File: config.mk
export PLATFORM = sky130hd
export DESIGN_NAME = fabric_irq_aggregator
export DESIGN_NICKNAME = d
export VERILOG_FILES = /design/src/rtl/fic_pkg.sv /design/src/rtl/fic_addr_decode.sv /design/src/rtl/fic_cfg_regs.sv /design/src/rtl/fic_cause_capture.sv /design/src/rtl/fabric_irq_aggregator.sv
export SDC_FILE = /design/constraint.sdc
export NUM_CORES = 1
export LEC_CHECK = 0
export BUFFER_PORTS_ARGS = -buffer_cell sky130_fd_sc_hd__buf_2
export CORE_MARGIN = 5
export CORE_UTILIZATION = 30
export CTS_CLUSTER_SIZE = 10
export DETAILED_ROUTE_END_ITERATION = 8
export PLACE_DENSITY = 0.48
export SYNTH_ARGS = -nofsm -noshare
export SYNTH_HDL_FRONTEND = slang
export SYNTH_SLANG_ARGS = --single-unit
File: constraint.sdc
create_clock -name clk -period 3.5 [get_ports clk]
set_input_delay 0 -clock clk [delete_from_list [all_inputs] [get_ports clk]]
set_output_delay 0 -clock clk [all_outputs]
set_load 0.1 [all_outputs]
File: src/rtl/fic_pkg.sv
// Package: shared constants of the fabric interrupt aggregator.
// Assumes byte addressing with a 32-bit data path.
package fic_pkg;
    localparam int FIC_DATA_W      = 32;
    localparam int FIC_OFS_CAUSE   = 'h00;
    localparam int FIC_OFS_MASK    = 'h10;
    localparam int FIC_OFS_CTRL    = 'h28;
    localparam int FIC_CTRL_EDGE   = 3;
    localparam int FIC_CTRL_MSGMSK = 5;

    typedef enum logic [1:0] {
        SEL_NONE  = 2'd0,
        SEL_CAUSE = 2'd1,
        SEL_MASK  = 2'd2,
        SEL_CTRL  = 2'd3
    } fic_sel_e;
endpackage

File: src/rtl/fic_addr_decode.sv
// Module: fic_addr_decode
// Decodes the byte offset into a register select and per-register write
// strobes. It assumes one access per cycle and treats any unmapped offset
// as a no-op.
module fic_addr_decode
    import fic_pkg::*;
#(
    parameter int ADDR_W = 6
) (
    input  logic [ADDR_W-1:0] addr,
    input  logic              we,
    output fic_sel_e          sel,
    output logic              wr_cause,
    output logic              wr_mask,
    output logic              wr_ctrl
);
    localparam logic [ADDR_W-1:0] A_CAUSE = ADDR_W'(FIC_OFS_CAUSE);
    localparam logic [ADDR_W-1:0] A_MASK  = ADDR_W'(FIC_OFS_MASK);
    localparam logic [ADDR_W-1:0] A_CTRL  = ADDR_W'(FIC_OFS_CTRL);

    // Map the offset onto one register select.
    always_comb begin
        if (addr == A_CAUSE)      sel = SEL_CAUSE;
        else if (addr == A_MASK)  sel = SEL_MASK;
        else if (addr == A_CTRL)  sel = SEL_CTRL;
        else                      sel = SEL_NONE;
    end

    // Qualify the select with the write strobe.
    always_comb begin
        wr_cause = we && (sel == SEL_CAUSE);
        wr_mask  = we && (sel == SEL_MASK);
        wr_ctrl  = we && (sel == SEL_CTRL);
    end
endmodule

File: src/rtl/fic_cfg_regs.sv
// Module: fic_cfg_regs
// Holds the mask register and the two defined control bits. Reset leaves
// every source masked and the instance in level mode. Undefined control
// bits are not stored.
module fic_cfg_regs
    import fic_pkg::*;
#(
    parameter int NUM_SRC = 32
) (
    input  logic               clk,
    input  logic               rst_n,
    input  logic               wr_mask,
    input  logic               wr_ctrl,
    input  logic [NUM_SRC-1:0] wdata,
    output logic [NUM_SRC-1:0] mask_q,
    output logic               edge_mode,
    output logic               msg_mask,
    output logic [NUM_SRC-1:0] ctrl_view
);
    // Mask register: all ones out of reset.
    always_ff @(posedge clk) begin
        if (!rst_n)       mask_q <= '1;
        else if (wr_mask) mask_q <= wdata;
    end

    // Control storage: trigger mode and message-interrupt mask bit.
    always_ff @(posedge clk) begin
        if (!rst_n) begin
            edge_mode <= 1'b0;
            msg_mask  <= 1'b0;
        end else if (wr_ctrl) begin
            edge_mode <= wdata[FIC_CTRL_EDGE];
            msg_mask  <= wdata[FIC_CTRL_MSGMSK];
        end
    end

    // Place the stored control bits at their register positions.
    always_comb begin
        ctrl_view                  = '0;
        ctrl_view[FIC_CTRL_EDGE]   = edge_mode;
        ctrl_view[FIC_CTRL_MSGMSK] = msg_mask;
    end
endmodule

File: src/rtl/fic_cause_capture.sv
// Module: fic_cause_capture
// Per-source capture into the cause register. In edge mode a bit sets on a
// low-to-high step against a registered copy of the input; in level mode it
// sets whenever the input is high. A software write clears the bits written
// as 0, and a capture in the same cycle takes precedence over the clear.
module fic_cause_capture #(
    parameter int NUM_SRC = 32
) (
    input  logic               clk,
    input  logic               rst_n,
    input  logic [NUM_SRC-1:0] src,
    input  logic               edge_mode,
    input  logic               wr_cause,
    input  logic [NUM_SRC-1:0] wdata,
    output logic [NUM_SRC-1:0] cause_q,
    output logic [NUM_SRC-1:0] prev_q
);
    logic [NUM_SRC-1:0] set_vec;
    logic [NUM_SRC-1:0] keep_vec;

    // Per-source capture event selected by the instance-wide mode.
    for (genvar i = 0; i < NUM_SRC; i++) begin : g_src
        assign set_vec[i] = edge_mode ? (src[i] & ~prev_q[i]) : src[i];
    end

    // Bits that survive this cycle's acknowledge write.
    always_comb begin
        keep_vec = wr_cause ? (cause_q & wdata) : cause_q;
    end

    // Edge reference: previous-cycle sample of every source.
    always_ff @(posedge clk) begin
        if (!rst_n) prev_q <= '0;
        else        prev_q <= src;
    end

    // Cause register update: capture wins over acknowledge.
    always_ff @(posedge clk) begin
        if (!rst_n) cause_q <= '0;
        else        cause_q <= keep_vec | set_vec;
    end
endmodule

File: src/rtl/fabric_irq_aggregator.sv
// Module: fabric_irq_aggregator
// Top level: folds NUM_SRC interrupt lines into one wired interrupt. It
// assumes src_i is synchronous to clk and that NUM_SRC equals the 32-bit
// register width. Read data is combinational from reg_addr.
module fabric_irq_aggregator
    import fic_pkg::*;
#(
    parameter int NUM_SRC = FIC_DATA_W,
    parameter int ADDR_W  = 6
) (
    input  logic               clk,
    input  logic               rst_n,
    input  logic [NUM_SRC-1:0] src_i,
    input  logic [ADDR_W-1:0]  reg_addr,
    input  logic               reg_we,
    input  logic [NUM_SRC-1:0] reg_wdata,
    output logic [NUM_SRC-1:0] reg_rdata,
    output logic               irq_o
);
    fic_sel_e           sel;
    logic               wr_cause;
    logic               wr_mask;
    logic               wr_ctrl;
    logic [NUM_SRC-1:0] mask_vec;
    logic [NUM_SRC-1:0] cause_vec;
    logic [NUM_SRC-1:0] prev_vec;
    logic [NUM_SRC-1:0] ctrl_vec;
    logic               edge_mode;
    logic               msg_mask;

    fic_addr_decode #(.ADDR_W(ADDR_W)) u_dec (
        .addr     (reg_addr),
        .we       (reg_we),
        .sel      (sel),
        .wr_cause (wr_cause),
        .wr_mask  (wr_mask),
        .wr_ctrl  (wr_ctrl)
    );

    fic_cfg_regs #(.NUM_SRC(NUM_SRC)) u_cfg (
        .clk       (clk),
        .rst_n     (rst_n),
        .wr_mask   (wr_mask),
        .wr_ctrl   (wr_ctrl),
        .wdata     (reg_wdata),
        .mask_q    (mask_vec),
        .edge_mode (edge_mode),
        .msg_mask  (msg_mask),
        .ctrl_view (ctrl_vec)
    );

    fic_cause_capture #(.NUM_SRC(NUM_SRC)) u_cap (
        .clk       (clk),
        .rst_n     (rst_n),
        .src       (src_i),
        .edge_mode (edge_mode),
        .wr_cause  (wr_cause),
        .wdata     (reg_wdata),
        .cause_q   (cause_vec),
        .prev_q    (prev_vec)
    );

    // Read multiplexer; unmapped offsets return zero.
    always_comb begin
        unique case (sel)
            SEL_CAUSE: reg_rdata = cause_vec;
            SEL_MASK:  reg_rdata = mask_vec;
            SEL_CTRL:  reg_rdata = ctrl_vec;
            default:   reg_rdata = '0;
        endcase
    end

    // Wired output: any pending, unmasked cause.
    always_comb begin
        irq_o = |(cause_vec & ~mask_vec);
    end
endmodule

Word-level counts from Yosys, hierarchy flattened
Index checks and enable logic that the tools add are counted.

operators by class
  reduce and logical (&&, ||, !) cells = 5
  bitwise logic cells = 68
  multiplexer cells = 37
  equality and inequality tests = 5

operators with widths
  kind                  number
  $pmux W32 S3          1
  $and A32 B32 Y32      2
  $and A1 B1 Y1         32
  $mux W1               32
  $mux W32              1
  $not A1 Y1            32
  $not A32 Y32          1
  $or A32 B32 Y32       1
  $reduce_or A32 Y1     1
  $eq A6 B5 Y1 const B  1
  $eq A6 B6 Y1 const B  1
  $logic_not A6 Y1      1
  $mux W2               3
  $eq A2 B2 Y1 const B  2
  $logic_and A1 B1 Y1   3
  $eq A2 B1 Y1 const B  1

word-level totals
  output and inout bits = 33
  flip-flop bits (word level) = 98
  input bits = 73
  logic and storage cells = 120

Logic depth before layout (Yosys ltp)
  depth after elaboration = 8
  mapped depth = 6
  depth with buffers taken out = 4

Modules after synthesis
A second synthesis with hierarchy kept.

unflattened totals
  cells, all modules = 523
  area, all modules = 4757.1 um^2

modules (own cells, without submodules)
  module                 cells an instance  times used  area each (um^2)
  fic_cause_capture      205                1           2284.7
  fic_cfg_regs           143                1           1472.7
  fabric_irq_aggregator  165                1           938.4
  fic_addr_decode        10                 1           61.3

Worst setup path after synthesis
OpenSTA, ideal clock, no wires.

  kind = in2out
  from = input reg_addr[2]
  to = output reg_rdata[0]
  cell stages on the path = 4
  setup slack = 1.537 ns
  arrival = 1.963 ns
  cells stage by stage = or4_4 > nor3_1 > clkbuf_1 > a22o_1

between the ends
  cells in the longest elaborated chain, start to end = 6
  elaborated cells on any way between the ends = 10

ends and longest elaborated chain
  item                                                 RTL line                     text
  from (decl)                                          fabric_irq_aggregator.sv:14  input logic [ADDR_W-1:0] reg_addr,
  $eq A6 B6 Y1                                         fic_addr_decode.sv:25        else if (addr == A_CTRL) sel = SEL_CTRL;
  $mux W2                                              fic_addr_decode.sv:25
  $mux W2                                              fic_addr_decode.sv:24        else if (addr == A_MASK) sel = SEL_MASK;
  $mux W2 (*)                                          fic_addr_decode.sv:23        if (addr == A_CAUSE) sel = SEL_CAUSE;
  $eq A2 B2 Y1 / $eq A2 B1 Y1 (equally long branches)  fabric_irq_aggregator.sv:65  unique case (sel)
  $pmux W32 S3 (*)                                     fabric_irq_aggregator.sv:65
  to (decl)                                            fabric_irq_aggregator.sv:17  output logic [NUM_SRC-1:0] reg_rdata,

Mark *: on every way between the ends. The rest lies on a longest branch, timed or not.

Worst setup path in the final report
  from = input reg_addr[2]
  to = output reg_rdata[3]

Same word-level chain as after synthesis.

==> results.md <==
- Status: completed
- Tcrit/Tclk final: 0.529
- Cells after DPL: 749
- Initial Utilization: 0.302
- Rows: 43
- Slew Viols, Final: 0
- Number of synthesized flops with an enable pin: 0
- Synth warn: 0
- Initial antenna violation count: 1
- Fmax: approximately 540 MHz
- DR WL met3: approximately 740 um
- Worst path cell trace: buf_2, or4_4, nor3_2, buf_4, a222oi_1, inv_1, buf_2
- Slowest-stage cell, CP: or4_4
- Final Instance Count excl. Fillers: 830
- Pwr/cell area: 448 nW/um^2
- Share of the synthesized area in the top cell type: 0.474
- Post-synthesis sequential area ratio: 0.474
- Met1 WL: slightly below 6000 um
- Top sig layer: met4
- DR WL/cell: 15.0 um
- CTS root buf: clkbuf_16
- Final worst clock skew: approximately 0.0045 ns
- WP data required: 3.50 ns
- Comb power frac: 0.110
- Syn Std Cell Area: 4140 sq um
- Int Power: around 2.0 mW
- Clk pwr share: 0.415
- Full die area: approximately 16000 sq um
- Clk sinks: 98
- Worst hold path type: input pin to flop
- Max Fanout on Critical Path: 32
- Fillers: approximately 1400
- Worst Setup End Kind: primary output
- Crit Path Category: input pin to primary output
- NetSw: between 600 and 700 uW
- Final Cell Area: 5710 sq um
- Final setup viols: 0
- Via density: 4.62
- Total Power: around 2.6 mW
- Post-synthesis register bit count: 98
- CP Buf/Inv Count: 4
- Share of cells above drive strength 1: 0.239
- Delay of the slowest critical-path stage: 0.56 ns
- Syn_nets: 565
- Drt drc: 0
- Clock transition at path regs: 0.07 ns
- LEAKAGE: 2.74 nW
- Vias after detailed routing: approximately 3800
- Max-cap violations: 0
- Syn_area_per_cell: 8.41 sq um
- Core area: between 10000 and 15000 sq um
- Sequential power share: 0.475
- First-pass GRT wire length: 19700 um
- WL met2: 5750 um
- Worst EP arrival: roughly 1.9 ns
- Family with the most delay on the worst path: buffers and inverters
- Dpl hpwl: 8350 um
- Placed Area: ~4800 sq um
- Clock H-tree levels: 3
- Nets@finish: 717
- Die height: 127 um
- Relative slew slack: 0.243
- CTS tree: done
- Total CTS buffers: 9
- Top_reg_cell synth: dfxtp_1
- Hold Vio Cnt, Final: 0
- GRT Residual Overflow: 0
- TritonRoute pass-1 iters: 4
- Port-buffer cells: 105
- DRT iter0 DRCs: 249
- Post-Synthesis Cells: 492
- Post-CTS Setup Repair Bufs: 0
- Top Ports: around 110
- Final GP Congestion: 0.857
- Sw frac: 0.238
- P&R area growth vs syn: 38.0%
- R2R setup slack: a little over 2 ns
- Setup_tns: 0 ns
- Final wirelength: 12400 um
- Biggest area consumer among synthesized cells: dfxtp_1
- Chip Width: 127 um
- Final ANT Viol Nets: 0
- Final Critical Period: 1.85 ns
- Worst Tran Pin Value: between 1 and 1.5 ns
- Critical path launch point type: input pin
- Worst-Skew Late Latency: 0.34 ns
- Critical path's most frequent cell: buf_2
- Longest Clk Path Bufs: 2
- Asr flop ratio synth: 0
- Largest net degree at the start of global routing: 101
- Worst VDD drop: 0.336 mV
- Top cells by area, synth: dfxtp_1, nand2_1, o211ai_2
- Overall Global Routing Usage: 0.153
- RSZ-0062 raised after global routing: false
- Number of global-route vias before repair: 3833
- Yosys cell types: 23
==> sequential cells by signal, summed over array words and instances (netlist names) <==
name and cells:
u_cap.prev_q 32, u_cfg.msg_mask 1, u_cfg.edge_mode 1, u_cfg.mask_q 32, u_cap.cause_q 32
==> worst reg2reg max path: cells and delay by family (launching register included) <==
kind / cells / cell delay, ns
buffers and inverters: 1 / 0.39
flip-flops: 1 / 0.77
AND/OR/NAND/NOR: 3 / 0.22
==> area by class of cell <==
| cell class | instances | area (sq um) | share of cell area |
|---|---|---|---|
| Antenna cell | 1 | 2.50 | 0.000438 |
| Clock buffer | 14 | 254 | 0.0445 |
| Clock inverter | 2 | 60.1 | 0.0105 |
| Inverter | 34 | 128 | 0.0223 |
| Multi-Input combinational cell | 327 | 1870 | 0.328 |
| Sequential cell | 98 | 1960 | 0.343 |
| Tap cell | 180 | 225 | 0.0394 |
| Timing Repair Buffer | 174 | 1210 | 0.211 |
==> stage by stage <==
step                      worst slack [ns]  hold slack, ns  utilization
after floorplan                       1.54           0.124            -
after global placement                1.55           0.228        0.347
after detailed placement              1.52           0.230        0.347
after CTS                             1.64          0.0893        0.416
after global routing                  1.54           0.146        0.416
final                                 1.65          0.0976        0.416
==> what timing repair did <==
item | in CTS | in global routing
endpoints found under the hold margin | 98 | 0
resized for setup | 0 | 0
endpoints found under the setup margin | 0 | 0
hold buffers | 64 | 0
==> power groups by stage <==
stage | Sequential (mW) | Clock, mW | Combinational [mW]
after floorplan | 1.23 | 0 | 0.151
after global placement | 1.24 | 0 | 0.225
after detailed placement | 1.24 | 0 | 0.228
after CTS | 1.22 | 1.09 | 0.285
after global routing | 1.22 | 1.14 | 0.309
final | 1.22 | 1.06 | 0.281
==> placed cells by master, fill, tap and decap left out, types with 6 or more instances in the layout <==
cell type | netlist | routed
a22o_1 | 30 | 30
and2_1 | 33 | 33
buf_2 | 0 | 104
buf_4 | 0 | 6
clkbuf_16 | 0 | 9
dfxtp_1 | 98 | 98
dlygate4sd3_1 | 0 | 64
inv_1 | 34 | 34
nand2_1 | 163 | 163
nand3_1 | 36 | 36
o211ai_2 | 30 | 30
o22ai_1 | 16 | 16
==> per-layer routing <==
layer,global-route usage,vias to the layer above
met5,0,-
met4,0.0265,0
met3,0.0456,7
met2,0.251,102
met1,0.204,1777
li1,-,1947
==> logic make-up (layout without fill, tap and decap cells) <==
family / Yosys count / in the layout / synth area share
AO/OA/AOI/OAI: 82 / 82 / 0.189
buffers and inverters: 67 / 224 / 0.0744
flip-flops: 98 / 98 / 0.474
other: 0 / 1 / 0
AND/OR/NAND/NOR: 245 / 245 / 0.262
==> synthesized netlist by cell type (2+ instances only) <==
library cell	number
nor4_1	4
a22o_1	30
o211ai_2	30
and2_1	33
buf_12	3
dfxtp_1	98
a222oi_1	2
nor3_1	2
nor2_1	2
inv_1	34
o211ai_1	2
o22ai_1	16
o21ai_0	2
nand2_1	163
clkbuf_1	28
nand3_1	36
==> path summary, 6_finish.rpt <==
kind | start | endpoint | cells after the start
max reg2reg | u_cfg.edge_mode | u_cap.cause_q[9] | 4
max | reg_addr[2] | reg_rdata[3] | 7
min | reg_addr[3] | u_cfg.edge_mode | 4
min reg2reg | u_cap.prev_q[20] | u_cap.cause_q[20] | 3
No activity file was read; power rests on OpenSTA's default activity.
